### src/rtl/polar_pkg.sv
package polar_pkg;

    localparam int DW    = 16;          // sample and output width
    localparam int GUARD = 4;           // extra integer bits in the rotating vector
    localparam int XW    = DW + GUARD;  // rotating vector width
    localparam int ZW    = 18;          // angle accumulator width
    localparam int ITERS = 16;          // micro-rotations for full precision
    localparam int IDXW  = $clog2(ITERS);
    localparam int CNTW  = $clog2(ITERS + 1);

    typedef logic signed [XW-1:0] xy_t;
    typedef logic        [ZW-1:0] ang_t;

    typedef struct packed {
        xy_t  x;
        xy_t  y;
        ang_t z;
    } vec_t;

    localparam ang_t QUARTER = ang_t'(1) << (ZW - 2);

    // atan(2^-i) in units of one cycle / 2^18, rounded
    function automatic ang_t atan_step(input logic [IDXW-1:0] i);
        case (i)
            4'd0:    atan_step = 18'd32768;
            4'd1:    atan_step = 18'd19344;
            4'd2:    atan_step = 18'd10221;
            4'd3:    atan_step = 18'd5188;
            4'd4:    atan_step = 18'd2604;
            4'd5:    atan_step = 18'd1303;
            4'd6:    atan_step = 18'd652;
            4'd7:    atan_step = 18'd326;
            4'd8:    atan_step = 18'd163;
            4'd9:    atan_step = 18'd81;
            4'd10:   atan_step = 18'd41;
            4'd11:   atan_step = 18'd20;
            4'd12:   atan_step = 18'd10;
            4'd13:   atan_step = 18'd5;
            4'd14:   atan_step = 18'd3;
            default: atan_step = 18'd1;
        endcase
    endfunction

    // signed and unsigned readings share one bit pattern on the full circle
    function automatic logic [DW-1:0] fmt_phase(input ang_t z, input logic signed_mode);
        logic [DW-1:0] top;
        top = z[ZW-1:ZW-DW];
        fmt_phase = signed_mode ? DW'($signed(top)) : top;
    endfunction

endpackage

### src/rtl/polar_prerot.sv
module polar_prerot
    import polar_pkg::*;
(
    input  logic signed [DW-1:0] i_in,
    input  logic signed [DW-1:0] q_in,
    output vec_t                 v_out
);
    xy_t xi, xq;

    always_comb begin
        xi = xy_t'(i_in);
        xq = xy_t'(q_in);
        if (!i_in[DW-1]) begin
            v_out = '{x: xi, y: xq, z: '0};
        end else if (!q_in[DW-1]) begin
            // second quadrant: turn by -90 degrees, remember +90
            v_out = '{x: xq, y: -xi, z: QUARTER};
        end else begin
            // third quadrant: turn by +90 degrees, remember 270
            v_out = '{x: -xq, y: xi, z: 3 * QUARTER};
        end
    end
endmodule

### src/rtl/polar_micro_rot.sv
module polar_micro_rot
    import polar_pkg::*;
(
    input  vec_t            v_in,
    input  logic [IDXW-1:0] idx,
    output vec_t            v_out
);
    xy_t  xs, ys, x_sh, y_sh;
    ang_t da;

    always_comb begin
        xs   = v_in.x;
        ys   = v_in.y;
        x_sh = xs >>> idx;
        y_sh = ys >>> idx;
        da   = atan_step(idx);
        if (!ys[XW-1]) begin
            v_out = '{x: xs + y_sh, y: ys - x_sh, z: v_in.z + da};
        end else begin
            v_out = '{x: xs - y_sh, y: ys + x_sh, z: v_in.z - da};
        end
    end
endmodule

### src/rtl/polar_engine.sv
module polar_engine
    import polar_pkg::*;
(
    input  logic                 clk,
    input  logic                 rst,
    input  logic                 load,
    input  logic signed [DW-1:0] i_in,
    input  logic signed [DW-1:0] q_in,
    output logic                 busy,
    output logic                 done,
    output logic [DW-1:0]        mag_now,
    output ang_t                 ang_now
);
    localparam logic [CNTW-1:0] LAST = CNTW'(ITERS);

    vec_t            st, st_pre, st_rot;
    logic [CNTW-1:0] cnt;

    polar_prerot u_prerot (.i_in(i_in), .q_in(q_in), .v_out(st_pre));
    polar_micro_rot u_rot (.v_in(st), .idx(cnt[IDXW-1:0]), .v_out(st_rot));

    always_ff @(posedge clk) begin
        if (rst) begin
            st   <= '0;
            cnt  <= '0;
            busy <= 1'b0;
        end else if (load) begin
            st   <= st_pre;
            cnt  <= '0;
            busy <= 1'b1;
        end else if (busy) begin
            if (cnt == LAST) begin
                busy <= 1'b0;
            end else begin
                st  <= st_rot;
                cnt <= cnt + 1'b1;
            end
        end
    end

    assign done    = busy && (cnt == LAST);
    assign mag_now = st.x[DW+1:2];
    assign ang_now = st.z;


    cnt_range_chk: assert property (@(posedge clk) disable iff (rst)
        cnt <= LAST);


    idle_count_chk: assert property (@(posedge clk) disable iff (rst)
        !busy |-> cnt == '0 || cnt == LAST);
endmodule

### src/rtl/cordic_polar.sv
module cordic_polar
    import polar_pkg::*;
(
    input  logic          clk,
    input  logic          rst,
    input  logic          smp_valid,
    input  logic [15:0]   smp_i,
    input  logic [15:0]   smp_q,
    input  logic          phase_signed,
    output logic          res_valid,
    output logic [15:0]   mag,
    output logic [15:0]   phase_fmt,
    output logic [17:0]   phase_disc
);
    logic          busy, done, capture;
    logic [DW-1:0] mag_now;
    ang_t          ang_now;
    logic [DW-1:0] hold_mag;
    ang_t          hold_ang;

    polar_engine u_engine (
        .clk     (clk),
        .rst     (rst),
        .load    (smp_valid),
        .i_in    ($signed(smp_i)),
        .q_in    ($signed(smp_q)),
        .busy    (busy),
        .done    (done),
        .mag_now (mag_now),
        .ang_now (ang_now)
    );

    // capture on completion or when a new sample cuts the work short
    assign capture = done || (smp_valid && busy);

    always_ff @(posedge clk) begin
        if (rst) begin
            hold_mag  <= '0;
            hold_ang  <= '0;
            res_valid <= 1'b0;
        end else begin
            res_valid <= capture;
            if (capture) begin
                hold_mag <= mag_now;
                hold_ang <= ang_now;
            end
        end
    end

    assign mag        = hold_mag;
    assign phase_disc = hold_ang;
    assign phase_fmt  = fmt_phase(hold_ang, phase_signed);


    mag_msb_chk: assert property (@(posedge clk) disable iff (rst)
        mag[15] == 1'b0);


    early_latch_chk: assert property (@(posedge clk) disable iff (rst)
        smp_valid && busy |=> res_valid);


    done_pulse_chk: assert property (@(posedge clk) disable iff (rst)
        done && !smp_valid |=> res_valid && !busy);


    idle_accept_chk: assert property (@(posedge clk) disable iff (rst)
        smp_valid && !busy |=> !res_valid);


    hold_stable_chk: assert property (@(posedge clk) disable iff (rst)
        !res_valid |-> $stable(mag) && $stable(phase_disc));
endmodule

### config.mk
export PLATFORM = sky130hd
export DESIGN_NAME = cordic_polar
export DESIGN_NICKNAME = d
export VERILOG_FILES = /design/src/rtl/polar_pkg.sv /design/src/rtl/polar_prerot.sv /design/src/rtl/polar_micro_rot.sv /design/src/rtl/polar_engine.sv /design/src/rtl/cordic_polar.sv
export SDC_FILE = /design/constraint.sdc
export NUM_CORES = 1
export LEC_CHECK = 0
export BUFFER_PORTS_ARGS = -buffer_cell sky130_fd_sc_hd__buf_4
export CORE_MARGIN = 8
export CORE_UTILIZATION = 55
export DETAILED_ROUTE_END_ITERATION = 12
export GPL_TIMING_DRIVEN = 0
export MAX_ROUTING_LAYER = met4
export PLACE_DENSITY = 0.77
export SLEW_MARGIN = 30
export SYNTH_ARGS = -nofsm -noshare
export SYNTH_HDL_FRONTEND = slang
export SYNTH_SLANG_ARGS = --single-unit
### constraint.sdc
create_clock -name clk -period 5.03 [get_ports clk]
set_input_delay 1.509 -clock clk [delete_from_list [all_inputs] [get_ports clk]]
set_output_delay 1.509 -clock clk [all_outputs]
set_load 0.005 [all_outputs]
# == Word-level counts from Yosys, hierarchy flattened ==
# Memory sizes are Yosys's and may differ from the RTL's. A register that Yosys moved wholly into a read port is not among the register bits.
# Cells that the tools add are included.
# op_classes
n_addsub,9
eq_ne,2
shifts,2
muxes,11
bitwise,1
n_reduce_logical,7
# ops
cell,n
2-to-1 mux 58 bit,6
adder 20 bit,2
negation 16 -> 20 bit,2
>>> shifter 20 x 4 -> 20 bit,2
subtractor 20 bit,2
adder 18 bit,1
subtractor 18 bit,1
2-to-1 mux 4 bit,2
adder 5 x 1 -> 5 bit (second input constant),1
equality test 5 bit (second input constant),1
AND reduction 2 bit,2
2-to-1 mux 1 bit,3
logical AND 1 bit,2
!= test 2 bit (second input constant),1
nonzero test 2 bit,1
OR reduction 2 bit,1
logical OR 1 bit,1
inverter 1 bit,1
# totals
reg_bits,99
romBits,256
input_bits,36
out_inout_bits,51
wordCells,41
mem_count,1
# memory_table
memory,words,word_bits,read_ports,rd_clocked_by_memory_dff,write_ports,line,source
(no name shown),16,16,1,1,0,polar_pkg.sv:24,case (i)

# == Longest topological paths before layout ==
# depth
word_depth,6
ltp_mapped,24
ltp_nobuf,20

# == By module ==
# Synthesis repeated with hierarchy kept, for this count alone.
# unflattened
hier_cells,1536
area_unflattened_um2,12167.9
# modules_own_cells
module,n_inst,cells_per_inst,area_per_inst_um2,seq_area_each_um2
polar_micro_rot,1,784,5952.0,0.0
polar_engine,1,403,3319.4,1281.2
cordic_polar,1,166,1759.2,700.7
polar_prerot,1,183,1137.3,0.0

# == Least setup slack after synthesis ==
# No wires, ideal clock.
# synth_path
kind,register to register
startpoint,reg u_engine.cnt[0]
endpoint,reg u_engine.st[57] in the netlist's numbering
setup_ns,0.071
arrival_time_ns,4.882
t_required_ns,4.959
slack_ns,0.078
path_stages_with_launch,22
path_buffers,4
synth_period_minus_slack_ns,4.952
cell_sequence,dfxtp_1 > buf_2 > buf_2 > buf_1 > buf_1 > nand2_1 > a31o_2 > o21ai_0 > ha_1 > o21a_1 > a31oi_1 > xnor2_1 > ha_1 > nand4_1 > nor2_1 > a211o_1 > o41ai_1 > a31oi_1 > o21ai_0 > xor2_1 > or3_1 > a21oi_1
# synth_via
elab_chain_len,6
elab_cells_between_ends,10
classes_between,add/sub (2); eq/ne (2); shift (1); mux (4); reduce/logical (1)
# synth_rtl
element,line,source
"start, declared",polar_engine.sv:17,logic [CNTW-1:0] cnt;
"start signal, assigned",polar_engine.sv:36,cnt <= cnt + 1'b1;
>>> shifter 20 x 4 -> 20 bit,polar_micro_rot.sv:15,y_sh = ys >>> idx;
adder 20 bit / subtractor 20 bit (equally long branches),"polar_micro_rot.sv:18, polar_micro_rot.sv:20",
2-to-1 mux 58 bit,polar_micro_rot.sv:17,if (!ys[XW-1]) begin
2-to-1 mux 58 bit,polar_engine.sv:32,if (cnt == LAST) begin
2-to-1 mux 58 bit,polar_engine.sv:31,end else if (busy) begin
2-to-1 mux 58 bit,polar_engine.sv:27,end else if (load) begin
"end signal, assigned",polar_engine.sv:28,st <= st_pre;
"end signal, assigned",polar_engine.sv:35,st <= st_rot;
"end, declared",polar_engine.sv:16,"vec_t st, st_pre, st_rot;"
# Several ways; a longest one is shown, not always the timed one. The select of a mux whose other input is x is not followed.
# A chain may end at the register's enable or synchronous reset.

# == Worst setup path after layout ==
# layout_path
startpoint,reg u_engine.cnt[1]
endpoint,reg u_engine.st[57] in the netlist's numbering
# Same word-level chain as after synthesis.

==> qor.csv <==
stage,metric,value,unit
status,status,finished clean,
final_layout,FILL cells,1801,
floorplanning,die height,160,um
timing,Max Slew Vio Count,0,
final_layout,share of post-route cells with drive strength above 1,19.2,%
floorplanning,initial core utilization,56.2,%
pwr,Final Power,4.49,mW
synth,cell taking the most area after synthesis,dfxtp_1,
clock_tree,Root Buffer,clkbuf_16,
synth,Synth Flop Type,dfxtp_1,
grt,largest net degree at the start of global routing,17,
synth,Post-synth top cells,"200 x nand2_1, 181 x a21oi_1, 160 x nor2_1",
worst_setup_path,WP data required,5.38,ns
grt,most used routing layer,met2,
grt,met1 Use GR,45.2,%
worst_setup_path,worst-path maximum fanout,10,
synth,Unique masters post-synth,84,
synth,Post-Synthesis Cells,1513,
worst_hold_path,Worst Hold Path EP,mag[15]$_SDFFE_PP0P_,
worst_hold_path,hold path start,mag[15]$_SDFFE_PP0P_,
synth,Syn Std Cell Area,11400,um^2
worst_setup_path,worst path buffer plus inverter count,5,
synth,top-area cell type share of the netlist area,20.1,%
worst_setup_path,CP Class,flop to flop,
pwr,Power Dens Cells,327,nW/um^2
routing,Detailed Route WL,45600,um
worst_setup_path,cell family with most CP delay,simple AND/OR/NAND/NOR gates,
routing,DRC,0,
placed_design,port bufs,82,
floorplanning,Die W,160,um
routing,routed wire length per instance,23.7,um
final_layout,Area growth syn-to-layout,19.9,%
synth,dominant cells by area after synthesis,"dfxtp_1 20%, a21oi_1 7.9%, ha_1 7.7%, nand2_1 6.6%, mux4_2 5.7%",
timing,slew at the pin closest to its max-slew limit,0.980,ns
grt,vias in the first global route,12100,
clock_tree,Longest Clk Path Bufs,2,
floorplanning,core box area,20400,um^2
grt,initial antenna violation count,0,
synth,syn avg cell area,7.57,um^2
synth,Yosys reg bits,115,
flow_run,Max-cap violations,0,
worst_setup_path,"critical path, cell by cell",buf_8 > buf_12 > buf_6 > clkinvlp_4 > buf_4 > nor2_1 > a21oi_1 > mux4_2 > nand4b_1 > nor3_2 > and2_1 > mux2i_1 > o21ai_1 > ha_2 > o211ai_1 > nand2_1 > nand2_1 > a31oi_2 > o21ai_1 > xor2_1 > or3_1 > a21oi_1,
clock_tree,TritonCTS buffer count,17,
routing,via-per-instance ratio,6.64,
routing,total number of vias,12800,
synth,asr flop ratio synth,0,%
grt,first-pass GRT wire length,69000,um
clock_tree,clock-pin slew on the worst setup and hold paths,0.07,ns
worst_hold_path,Hold Path Stages,2,
synth,number of flops mapped to enable cells by yosys,0,
worst_setup_path,worst r2r src,u_engine.cnt[1]$_SDFFE_PP0P_,
timing,worst rel slew slack,34.7,%
timing,final critical-path share of the clock period,99.1,%
final_layout,Storage cell area,2310,um^2
pwr,Worst VDD drop,0.221,mV
synth,syn_nets,1622,
timing,Max Fclk,201,MHz
placed_design,Routability Congestion,1.03,
routing,first drt pass iteration count,8,
grt,met3 usage,9.00,%
worst_setup_path,Setup crit start kind,flop,
worst_setup_path,reg2reg path depth,22,
final_layout,Antenna Cells,0,
timing,setup violators final,0,
placed_design,post-DP HPWL,34000,um
worst_setup_path,crit path DAT,5.33,ns
pwr,leak pwr,5.49,nW
worst_setup_path,"slowest stage delay, CP",0.55,ns
grt,Overflow after GRT,0,
grt,met2 global-route usage,49.6,%
clock_tree,CTS tree,built,
final_layout,final net count,1749,
grt,Total GRT Usage,35.0,%
worst_setup_path,r2r endpoint,u_engine.st[57]$_SDFFE_PP0P_,
worst_setup_path,Critical Path Sink Type,flop,
synth,most common cell in the netlist,nand2_1,
routing,Final ANT Viol Nets,0,
clock_tree,Clock Latency Late Sink,0.43,ns
timing,total negative slack,0,ns
clock_tree,H-Tree Depth,4,
worst_setup_path,slowest CP cell,mux4_2,
worst_hold_path,Hold/Removal Path Class,flop to flop,
timing,Fin. Hold Viols,0,
synth,register area share after synthesis,20.1,%
timing,crit path time final,4.98,ns
clock_tree,# clock sinks,115,
floorplanning,I/O pin cnt,87,
timing,clock skew,0.0125,ns
floorplanning,# rows,52,
routing,DR iter-0 viols,1548,
final_layout,Multi-input gate area,8830,um^2
floorplanning,Die Area,25700,um^2
worst_setup_path,reg-to-reg setup timing slack,0.05,ns
synth,synth warn,0,
[worst max-delay path by stage]
stage,startpoint,end,slack [ns],cells after the start
after detailed placement,u_engine.cnt[2]$_SDFFE_PP0P_,u_engine.st[57]$_SDFFE_PP0P_,-2.38,21
after global placement,u_engine.cnt[2]$_SDFFE_PP0P_,u_engine.st[57]$_SDFFE_PP0P_,-2.49,21
final,u_engine.cnt[1]$_SDFFE_PP0P_,u_engine.st[57]$_SDFFE_PP0P_,0.05,22
after global routing,u_engine.cnt[1]$_SDFFE_PP0P_,u_engine.st[57]$_SDFFE_PP0P_,-0.002,22
after floorplan,u_engine.cnt[0]$_SDFFE_PP0P_,u_engine.st[57]$_SDFFE_PP0P_,0.08,21
after CTS,u_engine.cnt[2]$_SDFFE_PP0P_,u_engine.mag_now[13]$_SDFFE_PP0P_,0.01,19
[what timing repair did]
action                                  in CTS  in global routing
setup buffers                               11                 16
pin swaps                                    8                 19
endpoints found under the setup margin      38                 18
hold buffers                                 0                  0
resized for setup                           77                 67
[cell usage in the layout, fill, tap and decap left out, types with 9 or more instances in the layout]
| master | n |
|---|---|
| inv_1 | 40 |
| a221oi_1 | 14 |
| or3_1 | 12 |
| mux2_2 | 20 |
| clkbuf_16 | 17 |
| mux4_2 | 29 |
| a31oi_1 | 15 |
| o21a_1 | 12 |
| nor3_1 | 23 |
| dfxtp_1 | 112 |
| clkbuf_1 | 53 |
| nor2_1 | 158 |
| nand4_1 | 9 |
| a211oi_1 | 39 |
| xor2_1 | 37 |
| nand2_1 | 200 |
| buf_4 | 130 |
| and2_1 | 9 |
| a21o_1 | 12 |
| buf_6 | 12 |
| mux2i_1 | 38 |
| xnor2_1 | 63 |
| a21oi_1 | 176 |
| ha_1 | 64 |
| nand3_1 | 30 |
| o21ai_0 | 56 |
| nor2b_1 | 15 |
| nand2b_1 | 11 |
| o211ai_1 | 13 |
[routing by layer]
metal	vias up	wire length [um]
met5	-	0
met4	0	2180
met3	149	5680
met2	858	19100
met1	6022	18700
li1	5747	-
[final cells by class]
cell class | count | area share [%]
flip-flops and latches | 115 | 16.8
inverters | 43 | 1.24
plain buffers | 108 | 4.96
clock inverters | 13 | 0.921
repair buffers | 109 | 5.96
multi-input cells | 1246 | 64.3
clock buffers | 19 | 3.30
well taps | 270 | 2.46
[stage by stage]
step	cells	util (%)	hold WS [ns]	setup WS (ns)	instance area, um^2
after floorplan	1513	-	0.445	0.0779	11400
after global placement	1865	60.9	0.447	-2.49	12400
after detailed placement	1865	60.9	0.451	-2.38	12400
after CTS	1907	65.4	0.458	0.0113	13300
after global routing	1923	67.4	0.486	-0.00182	13700
final	1923	67.4	0.455	0.0470	13700
[worst min-delay path, delay by kind of cell (launching register included)]
family / cells / cell delay (ns)
compound gates: 1 / 0.05
flops: 1 / 0.31
simple gates: 1 / 0.05
[sequential cells by signal, indices dropped and copies added (netlist names)]
| signal | flops |
|---|---|
| phase_disc | 18 |
| u_engine.u_rot.da | 16 |
| res_valid | 1 |
| u_engine.mag_now | 16 |
| mag | 16 |
| u_engine.st | 24 |
| u_engine.busy | 1 |
| u_engine.ang_now | 18 |
| u_engine.cnt | 5 |
[power by group]
group          switching (mW)  total, mW  internal, mW
registers               0.128       1.10         0.970
logic                    1.26       2.17         0.910
clock network           0.512       1.22         0.713
total                    1.90       4.49          2.59
[logic make-up after synthesis]
family / synth area share (%)
multiplexers: 12.0
flip-flops: 20.1
AND/OR/NAND/NOR: 20.6
adder cells (fa/ha/maj): 8.18
AO/OA/AOI/OAI: 24.9
XOR/XNOR: 8.18
buffers and inverters: 5.95
Note: power is estimated with default switching activity, not from simulation.
